==> config.mk <==
export PLATFORM = sky130hd
export DESIGN_NAME = rb_host_ctrl
export DESIGN_NICKNAME = d
export VERILOG_FILES = /design/src/rtl/rb_pkg.sv /design/src/rtl/rb_strobe_dec.sv /design/src/rtl/rb_rr_ptr.sv /design/src/rtl/rb_ack_timer.sv /design/src/rtl/rb_host_ctrl.sv
export SDC_FILE = /design/constraint.sdc
export NUM_CORES = 1
export LEC_CHECK = 0
export ABC_AREA = 1
export BUFFER_PORTS_ARGS = -buffer_cell sky130_fd_sc_hd__buf_2
export CORE_MARGIN = 4
export CORE_UTILIZATION = 53
export CTS_CLUSTER_DIAMETER = 60
export DETAILED_ROUTE_END_ITERATION = 12
export GPL_TIMING_DRIVEN = 0
export PLACE_DENSITY = 0.79
export SYNTH_ARGS = -nofsm -noshare
export SYNTH_HDL_FRONTEND = slang
export SYNTH_SLANG_ARGS = --single-unit
export TNS_END_PERCENT = 20
==> constraint.sdc <==
create_clock -name clk -period 1.9 [get_ports clk]
set_input_delay 0.095 -clock clk [delete_from_list [all_inputs] [get_ports clk]]
set_output_delay 0.095 -clock clk [all_outputs]
set_load 0.01 [all_outputs]
==> src/rtl/rb_pkg.sv <==
package rb_pkg;
    localparam int RB_DW = 8;   // ring data width
    localparam int RB_AW = 8;   // register address width

    typedef enum logic {
        ST_IDLE,
        ST_BEAT
    } rb_state_t;

    typedef enum logic [1:0] {
        MD_HOST,
        MD_POLL,
        MD_AUTO
    } rb_mode_t;

    // Per-burst cycle descriptor
    typedef struct packed {
        logic [RB_AW-1:0] adr;
        logic             we;
        logic             inc;
    } rb_cyc_t;

    function automatic logic [RB_AW-1:0] rb_step(input logic [RB_AW-1:0] a, input logic inc);
        return a + {{(RB_AW-1){1'b0}}, inc};
    endfunction
endpackage

==> src/rtl/rb_strobe_dec.sv <==
module rb_strobe_dec #(
    parameter int NSLOT = 16,
    parameter int SW    = 4
) (
    input  logic             en,
    input  logic [SW-1:0]    sel,
    output logic [NSLOT-1:0] stb
);
    for (genvar i = 0; i < NSLOT; i++) begin : g_stb
        assign stb[i] = en && (sel == SW'(i));
    end
endmodule

==> src/rtl/rb_rr_ptr.sv <==
module rb_rr_ptr #(
    parameter int NSLOT = 16,
    parameter int SW    = 4
) (
    input  logic          clk,
    input  logic          rst,
    input  logic          adv,
    output logic [SW-1:0] ptr
);
    always_ff @(posedge clk) begin
        if (rst)
            ptr <= '0;
        else if (adv)
            ptr <= (ptr == SW'(NSLOT-1)) ? '0 : ptr + 1'b1;
    end

    // the poll pointer wraps to slot zero after the last slot
    a_r7_ptr_wrap: assert property (@(posedge clk) disable iff (rst)
        (adv && ptr == SW'(NSLOT-1)) |=> (ptr == '0));
endmodule

==> src/rtl/rb_ack_timer.sv <==
module rb_ack_timer #(
    parameter int TMO = 16
) (
    input  logic clk,
    input  logic rst,
    input  logic run,
    input  logic hold,
    output logic expire
);
    localparam int TW = $clog2(TMO + 1);
    logic [TW-1:0] cnt;

    assign expire = run && !hold && (cnt == TW'(TMO-1));

    always_ff @(posedge clk) begin
        if (rst || !run || hold || expire)
            cnt <= '0;
        else
            cnt <= cnt + 1'b1;
    end

    // the wait counter never passes the timeout window
    a_r6_cnt_bound: assert property (@(posedge clk) disable iff (rst)
        cnt < TW'(TMO));
endmodule

==> src/rtl/rb_host_ctrl.sv <==
module rb_host_ctrl
    import rb_pkg::*;
#(
    parameter int NSLOT = 16,
    parameter int TMO   = 16,
    localparam int SW   = $clog2(NSLOT),
    localparam int CW   = RB_DW
) (
    input  logic             clk,
    input  logic             rst,
    input  logic             req_valid,
    output logic             req_ready,
    input  logic             req_write,
    input  logic [SW-1:0]    req_slot,
    input  logic [RB_AW-1:0] req_addr,
    input  logic [CW-1:0]    req_count,
    input  logic             req_inc,
    input  logic [RB_DW-1:0] wr_data,
    output logic             wr_take,
    output logic             rd_valid,
    output logic [RB_DW-1:0] rd_data,
    output logic             rd_auto,
    output logic             done,
    output logic             done_auto,
    output logic [SW-1:0]    done_slot,
    output logic [CW-1:0]    done_count,
    output logic [NSLOT-1:0] bus_stb,
    output logic             bus_we,
    output logic             bus_tag,
    output logic [RB_AW-1:0] bus_adr,
    output logic [RB_DW-1:0] bus_dout,
    input  logic [RB_DW-1:0] bus_din,
    input  logic             bus_stall,
    input  logic             bus_ack
);
    rb_state_t       st;
    rb_mode_t        md;
    rb_cyc_t         cyc;
    logic [SW-1:0]   cur_slot;
    logic [CW-1:0]   left;
    logic [CW-1:0]   got;
    logic [SW-1:0]   poll_ptr;
    logic            busy, beat_ok, miss, poll_adv, last_beat;

    assign busy      = (st == ST_BEAT);
    assign beat_ok   = busy && bus_ack && !bus_stall;
    assign last_beat = (left == CW'(1));

    rb_ack_timer #(.TMO(TMO)) u_tmr (
        .clk(clk), .rst(rst), .run(busy), .hold(bus_stall || beat_ok), .expire(miss)
    );

    rb_strobe_dec #(.NSLOT(NSLOT), .SW(SW)) u_dec (
        .en(busy), .sel(cur_slot), .stb(bus_stb)
    );

    assign poll_adv = busy &&
        (((md == MD_POLL) && (miss || (beat_ok && bus_din == '0))) ||
         ((md == MD_AUTO) && (miss || (beat_ok && last_beat))));

    rb_rr_ptr #(.NSLOT(NSLOT), .SW(SW)) u_ptr (
        .clk(clk), .rst(rst), .adv(poll_adv), .ptr(poll_ptr)
    );

    assign req_ready = (st == ST_IDLE);
    assign bus_tag   = (md != MD_POLL);
    assign bus_we    = busy && cyc.we;
    assign bus_adr   = busy ? cyc.adr : '0;
    assign bus_dout  = (busy && cyc.we) ? wr_data : '0;
    assign wr_take   = beat_ok && cyc.we && (md == MD_HOST);

    always_ff @(posedge clk) begin
        if (rst) begin
            st         <= ST_IDLE;
            md         <= MD_POLL;
            cyc        <= '0;
            cur_slot   <= '0;
            left       <= '0;
            got        <= '0;
            done       <= 1'b0;
            done_auto  <= 1'b0;
            done_slot  <= '0;
            done_count <= '0;
            rd_valid   <= 1'b0;
            rd_data    <= '0;
            rd_auto    <= 1'b0;
        end else begin
            done     <= 1'b0;
            rd_valid <= 1'b0;
            case (st)
                ST_IDLE: begin
                    if (req_valid) begin
                        cur_slot <= req_slot;
                        cyc      <= '{adr: req_addr, we: req_write, inc: req_inc};
                        left     <= req_count;
                        got      <= '0;
                        md       <= MD_HOST;
                        if (req_count == '0) begin
                            done       <= 1'b1;
                            done_auto  <= 1'b0;
                            done_slot  <= req_slot;
                            done_count <= '0;
                        end else begin
                            st <= ST_BEAT;
                        end
                    end else begin
                        cur_slot <= poll_ptr;
                        cyc      <= '0;
                        md       <= MD_POLL;
                        st       <= ST_BEAT;
                    end
                end
                ST_BEAT: begin
                    if (md == MD_POLL) begin
                        if (beat_ok) begin
                            if (bus_din != '0) begin
                                md   <= MD_AUTO;
                                cyc  <= '{adr: '0, we: 1'b0, inc: 1'b1};
                                left <= bus_din;
                                got  <= '0;
                            end else begin
                                st <= ST_IDLE;
                            end
                        end else if (miss) begin
                            st <= ST_IDLE;
                        end
                    end else if (beat_ok) begin
                        got     <= got + 1'b1;
                        left    <= left - 1'b1;
                        cyc.adr <= rb_step(cyc.adr, cyc.inc);
                        if (!cyc.we) begin
                            rd_valid <= 1'b1;
                            rd_data  <= bus_din;
                            rd_auto  <= (md == MD_AUTO);
                        end
                        if (last_beat) begin
                            st         <= ST_IDLE;
                            done       <= 1'b1;
                            done_auto  <= (md == MD_AUTO);
                            done_slot  <= cur_slot;
                            done_count <= got + 1'b1;
                        end
                    end else if (miss) begin
                        st         <= ST_IDLE;
                        done       <= 1'b1;
                        done_auto  <= (md == MD_AUTO);
                        done_slot  <= cur_slot;
                        done_count <= got;
                    end
                end
                default: st <= ST_IDLE;
            endcase
        end
    end

    // never more than one slot strobed
    a_r1_one_strobe: assert property (@(posedge clk) disable iff (rst)
        $onehot0(bus_stb));
    // polls are reads of address zero
    a_r1_poll_shape: assert property (@(posedge clk) disable iff (rst)
        (|bus_stb && !bus_tag) |-> (!bus_we && bus_adr == '0));
    // a stalled beat keeps every bus control steady
    a_r5_stall_hold: assert property (@(posedge clk) disable iff (rst)
        (|bus_stb && bus_stall) |=> ($stable(bus_stb) && $stable(bus_adr) &&
                                     $stable(bus_we) && $stable(bus_tag)));
    // a read byte only follows an accepted read beat
    a_r4_rd_after_ack: assert property (@(posedge clk) disable iff (rst)
        rd_valid |-> $past(|bus_stb && bus_ack && !bus_stall && !bus_we));
    // the host is told to advance only on an accepted write beat
    a_r12_take_on_ack: assert property (@(posedge clk) disable iff (rst)
        wr_take |-> (bus_ack && !bus_stall && bus_we && |bus_stb));
    // no request is taken while the bus is in use
    a_r9_busy_not_ready: assert property (@(posedge clk) disable iff (rst)
        |bus_stb |-> !req_ready);
    // an empty request completes at once without a bus cycle
    a_r10_zero_len: assert property (@(posedge clk) disable iff (rst)
        (req_valid && req_ready && req_count == '0) |=> (done && !(|bus_stb)));
endmodule

==> impl_metrics.yaml, run 1 <==
status:
  status: "complete, no violations"
setup_path:
  cp.required_ps: 2150
  crit_path_start_kind: "flop"
  path_buf_inv: 2
  worstPathMaxFanout: 5
  cpMostUsedCell: "nor2_2"
  crit_path_end_kind: "flop"
  critical-path-top-delay-family: "simple AND/OR/NAND/NOR gates"
  crit_type: "reg2reg"
  critPathMaxStageDelay_ps: 360
  crit_arrival_ps: 2110
  cp_slowest_cell: "dfxtp_2"
  r2r_setup_slack_ps: 40
  crit_path_cell_trace: "ha_4 -> nand2_2 -> nor2_2 -> ha_2 -> inv_2 -> a21oi_4 -> nor2_2 -> nor2_4 -> nand2_4 -> clkbuf_16 -> nor2_2 -> nor2_1"
synthesis:
  synth_area_leader_cell: "dfxtp_1"
  ys_seq_elements: 66
  synth_ff_type: "dfxtp_1"
  synth_edf_count: 0
  yosysSeqAreaShare_pct: 34.84
  synthArstFlopShare_pct: 0
  synth_nets: 636
  netlist.area_leader.share_pct: 34.84
  yosys-top-cells-area: "dfxtp_1, nand2_1, nor2_1"
  syn_inst: 585
  yosysWarnings: 0
  synthTopCellsByCount: "nand2_1, nor2_1, inv_1"
  yosysMostFrequentCell: "nand2_1"
  synth_area_per_cell_um2: 6.483
  netlist_area_um2: 3792
  yosysUniqueCellTypes: 41
power_and_ir_drop:
  ir_drop_uv: 487.6
  switchingPower_mw: 1.051
  p_seq_share_pct: 41.4
  p_clk_share_pct: 41.2
  intPower_mw: 2.565
  pwr_density_cell_nw_per_um2: 750.7
  p_comb_share_pct: 17.4
  p_leak_nw: 2.486
  swShare_pct: 29.07
cts:
  ctsHtreeMaxLevel: 3
  clk_pin_slew_worst_paths_ps: 80
  clk_latency_ps: 350
  numCtsBuffers: 9
  cts_tree: "done"
  cts_buffer_depth: 2
  cts_root_buf: "clkbuf_8"
  clock_sinks: 66
sta:
  max_freq_mhz: 538.7
  finalMaxSlewViolations: 0
  setup_viol: 0
  layout_min_cycle_time_ps: 1856
  finalClockSkew_ps: 8.653
  worst_slew_pin_slew_ps: 579.5
  setup_tns_ps: 0
  rsz0062_at_grt: "yes"
  timing.final.crit_share_pct: 97.71
  slew_headroom_pct: 61.37
  hold_viol: 0
cells_and_area:
  n_antenna_cell: 0
  syn_to_final_growth_pct: 27.02
  n_fill_cell: 617
  fin_area_um2: 4817
  fin_nets: 755
  drive_above_1_share_pct: 25.25
floorplanning:
  initial_core_util_pct: 55.21
  rows: 30
  die_w_um: 92.59
  dieArea_um2: 8573
  die_y_um: 92.59
  core_area_um2: 6869
  io_pins: 103
flow_run:
  max-cap-violations: 0
placed_design:
  gp_congestion: 0.8492
  port_buffers: 102
  detailed_place_hpwl_um: 7861
  post_dp_cell_area_um2: 4423
global_route:
  grt_max_degree: 14
  first_global_vias: 3894
  antenna_found_initial: 0
  grtUsageTotal_pct: 24.74
  grt_pass1_wl_um: 17300
  grt-ovfl-total: 0
route:
  avgRoutedWirePerCell_um: 13.40
  wl_um: 10790
  vias: 4128
  drc_errors: 0
  drt_pass1_iterations: 5
  first_iter_violations: 245
  via_per_inst: 5.128
  ant_nets: 0
min_path:
  min_path_type: "in2reg"
==> final timing paths <==
path	endpoint	cells after the start	from
max	done_slot[1]	12	u_tmr.cnt[0]
min	cyc[6]	3	req_addr[4]
min reg2reg	cyc[0]	2	cyc[0]
max reg2reg	done_slot[1]	12	u_tmr.cnt[0]
==> flip-flops by register name (all words and copies together) (netlist names), 2 cells and up <==
signal,count
md,2
left,8
done_count,8
u_ptr.ptr,4
done_slot,4
got,8
cur_slot,4
u_tmr.cnt,5
rd_data,8
cyc,10
==> cells by family after synthesis <==
family,synth area share [%]
XOR/XNOR,2.079
AND/OR/NAND/NOR,38.01
flip-flops,34.84
adder cells (fa/ha/maj),2.639
buffers and inverters,10.16
AO/OA/AOI/OAI,12.27
==> what timing repair did <==
action | 4_1_cts | 5_1_grt
setup buffers | 0 | 3
pin swaps | 2 | 8
hold endpoints to repair | 1 | 0
gates resized for setup | 2 | 24
cloned | 0 | 2
setup endpoints to repair | 18 | 26
hold buffers | 1 | 0
==> stage by stage <==
| step | setup slack, ps | cells | total power, mW | hold slack, ps | utilization (%) |
|---|---|---|---|---|---|
| 3_5_place_dp | -4.096 | 783 | 2.116 | 362.9 | 64.39 |
| 5_1_grt | -42.50 | 805 | 3.761 | 6.895 | 70.13 |
| 3_3_place_gp | 50.46 | 783 | 2.098 | 348.7 | 64.39 |
| 2_1_floorplan | 220.9 | 585 | 1.920 | 229.9 | - |
| 4_1_cts | 7.079 | 800 | 3.591 | 3.150 | 68.21 |
| 6_report | 43.56 | 805 | 3.616 | 3.280 | 70.13 |
==> layer usage <==
metal	wire [um]	global-route usage, %
met5	0	0
met4	204	9.901
met3	662	4.062
met2	5278	43.69
met1	4642	29.75
==> area by class of cell <==
class / instances / area [um2] / share of cell area, %
Multi-Input combinational cell: 427 / 2160 / 44.83
Inverter: 80 / 305.3 / 6.338
Timing Repair Buffer: 107 / 571.8 / 11.87
Clock inverter: 7 / 123.9 / 2.571
Sequential cell: 66 / 1324 / 27.48
Tap cell: 96 / 120.1 / 2.494
Clock buffer: 9 / 123.9 / 2.571
Buffer: 13 / 88.84 / 1.844
==> power groups by stage <==
stage / combinational, mW / clock [mW] / sequential [mW]
after floorplan: 0.394 / 0 / 1.53
after global placement: 0.574 / 0 / 1.52
after detailed placement: 0.589 / 0 / 1.53
after CTS: 0.598 / 1.50 / 1.50
after global routing: 0.700 / 1.55 / 1.51
final: 0.630 / 1.49 / 1.50
==> worst reg2reg max path, delay by kind of cell (launching register included) <==
family          cells  cell delay, ps
simple gates        7             650
flops               1             360
fa+ha+maj           2             320
buf+inv             2             240
compound gates      1             210
==> cells in the final DEF, fill, tap and decap left out, types with 3 or more instances in the layout <==
| cell | count |
|---|---|
| clkbuf_8 | 9 |
| nand4_1 | 5 |
| a21oi_1 | 30 |
| o221ai_1 | 3 |
| dfxtp_1 | 64 |
| buf_2 | 104 |
| buf_4 | 5 |
| inv_6 | 4 |
| o21ai_0 | 34 |
| nor3_1 | 7 |
| clkbuf_1 | 5 |
| nor2_2 | 7 |
| inv_1 | 74 |
| xor2_1 | 7 |
| nand2_1 | 139 |
| nand3_1 | 36 |
| nand2_4 | 4 |
| or2_2 | 4 |
| nand2_2 | 10 |
| ha_1 | 6 |
| nor2_4 | 6 |
| inv_2 | 5 |
| buf_6 | 3 |
| nor2_1 | 102 |
| bufinv_16 | 3 |
(Power assumes the default switching activity.)
==> inputs of run 2 (changes only) <==
- ABC_AREA: 1 -> unset
- CORE_UTILIZATION: 53 -> 57
- PLACE_DENSITY: 0.79 -> 0.84
- clock period: 1.9 -> 2.25 ns (I/O delays scaled with it)
==> run 2 against run 1 <==
Clock-buffer cell count rose by 3. Synthesized cell count fell by 21%. First-iteration DRC count rose by 60%. Largest cell class unchanged. Largest power group unchanged.
==> impl_metrics.yaml, run 2 <==
min_path:
  min_path_type: "in2reg"
route:
  avgRoutedWirePerCell_um: 17.36
  wl_um: 11460
  drt_pass1_iterations: 6
  first_iter_violations: 391
  ant_nets: 0
  via_per_inst: 6.144
  drc_errors: 0
  vias: 4055
flow_run:
  max-cap-violations: 0
placed_design:
  dpl.cell_count: 641
  gp_congestion: 0.9452
  detailed_place_hpwl_um: 8346
  port_buffers: 101
  place_ws_ps: -0.8553
synthesis:
  yosys-top-cells-area: "dfxtp_1, nor2_1, a21oi_1"
  synth_edf_count: 0
  syn_inst: 465
  netlist_area_um2: 3662
  ys_seq_elements: 66
  yosysSeqAreaShare_pct: 36.08
  yosysWarnings: 0
  synthArstFlopShare_pct: 0
  netlist.area_leader.share_pct: 36.08
  synth_nets: 516
  yosysUniqueCellTypes: 61
  yosysMostFrequentCell: "nor2_1"
  synthTopCellsByCount: "nor2_1, dfxtp_1, nand2_1"
  synth_area_leader_cell: "dfxtp_1"
  synth_area_per_cell_um2: 7.876
  synth_ff_type: "dfxtp_1"
setup_path:
  crit_path_end_kind: "primary output"
  crit_path_start_kind: "flop"
  cp_slowest_cell: "or3_1"
  worstPathMaxFanout: 10
  crit_type: "reg2out"
  critPathMaxStageDelay_ps: 510
  crit_path_cell_trace: "buf_4 -> inv_1 -> clkbuf_1 -> or3_1 -> nor3_1 -> buf_2"
  crit_arrival_ps: 2060
  cp.required_ps: 2140
sta:
  finalClockSkew_ps: 15.28
  setup_tns_ps: 0
  setup_viol: 0
  fin_ws_ps: 75.56
  finalMaxSlewViolations: 0
  worst_slew_pin_slew_ps: 714.2
  max_freq_mhz: 459.9
  slew_headroom_pct: 52.38
  layout_min_cycle_time_ps: 2174
  timing.final.crit_share_pct: 96.64
  hold_viol: 0
cts:
  cts_root_buf: "clkbuf_8"
  clk_latency_ps: 350
  ctsHtreeMaxLevel: 3
  clk_pin_slew_worst_paths_ps: 80
  cts_tree: "done"
  clock_sinks: 66
  numCtsBuffers: 9
  cts_hold_buf: 0
  cts_buffer_depth: 2
global_route:
  grt_max_degree: 12
  grtUsageTotal_pct: 29.68
  grt-ovfl-total: 0
  antenna_found_initial: 0
  first_global_vias: 3810
  grt_pass1_wl_um: 18040
power_and_ir_drop:
  p_leak_nw: 1.941
  ir_drop_uv: 401.8
  pwr_density_cell_nw_per_um2: 601.1
cells_and_area:
  syn_to_final_growth_pct: 23.10
  layout_commonest_cell: "buf_2"
  final_cells: 660
  n_antenna_cell: 0
  final_cell_mix: "buf_2, nor2_1, dfxtp_1"
  largest_register_ffs: 10
  fin_nets: 631
  drive_above_1_share_pct: 24.96
  largest_register: "cyc"
  final_util_pct: 74.38
floorplanning:
  io_pins: 103
  initial_core_util_pct: 60.43
  die_w_um: 88.16
  dieArea_um2: 7771
  rows: 28
  die_y_um: 88.16
  core_area_um2: 6061
status:
  status: "complete, no violations"
## run 2: per-layer routing
layer | part of all wire [%] | GRT usage [%] | up-vias
li1 | - | - | 1906
met1 | 40 | 37.25 | 1854
met2 | 47 | 49.86 | 250
met3 | 10 | 5.362 | 45
met4 | 3.2 | 13.05 | 0
met5 | 0 | 0 | -
## run 2: power breakdown
group | leakage, nW | internal [mW] | total [mW] | switching (mW)
sequential | 0.537 | 1.21 | 1.25 | 0.0392
clock | 0.0966 | 0.543 | 1.01 | 0.462
combinational | 1.31 | 0.174 | 0.458 | 0.284
total | 1.94 | 1.92 | 2.71 | 0.785
## run 2: final timing paths
check	start	end	slack [ps]	cells after the start
hold / removal	req_write	cyc[1]	40	3
hold reg to reg	u_tmr.cnt[0]	u_tmr.cnt[0]	410	1
setup reg to reg	left[0]	done_slot[2]	80	7
setup / recovery	busy	bus_stb[0]	80	6
## run 2: area by class of cell
class,instances,area [um2]
multi-input combinational,360,2186
fill,485,1553
sequential,66,1323
timing repair buffer,104,531.8
clock buffer,12,145.1
buffer,30,143.9
tap,75,93.84
clock inverter,4,51.30
inverter,9,33.78
## run 2: logic make-up (layout without fill, tap and decap cells)
| kind of cell | count (synthesis) | after routing | share of synthesized area [%] |
|---|---|---|---|
| muxes | 12 | 12 | 3.314 |
| DFF | 66 | 66 | 36.08 |
| adders and majority gates | 8 | 8 | 2.733 |
| buffers and inverters | 39 | 159 | 4.851 |
| and+or+nand+nor | 205 | 205 | 28.56 |
| AOI/OAI and AO/OA | 124 | 124 | 21.83 |
| xor gates and xnor gates | 11 | 11 | 2.631 |
## run 2: timing repair
action / in CTS / in global routing
pin swaps: 0 / 1
endpoints found under the setup margin: 1 / 16
cloned: 0 / 0
buffers inserted: 0 / 3
gates resized for setup: 1 / 6
## run 2: critical path, delay by kind of cell, from the launching register on
kind | cells | cell delay, ps
and+or+nand+nor | 2 | 650
DFF | 1 | 320
buffers and inverters | 4 | 740
## run 2: per-stage QoR
step / hold slack (ps) / area (um2) / power [mW]
4_1_cts: 35.40 / 4464 / 2.686
3_5_place_dp: 389.9 / 4262 / 1.706
2_1_floorplan: 248.5 / 3662 / 1.543
3_3_place_gp: 384.3 / 4262 / 1.690
6_report: 38.54 / 4508 / 2.710
5_1_grt: 65.59 / 4508 / 2.805
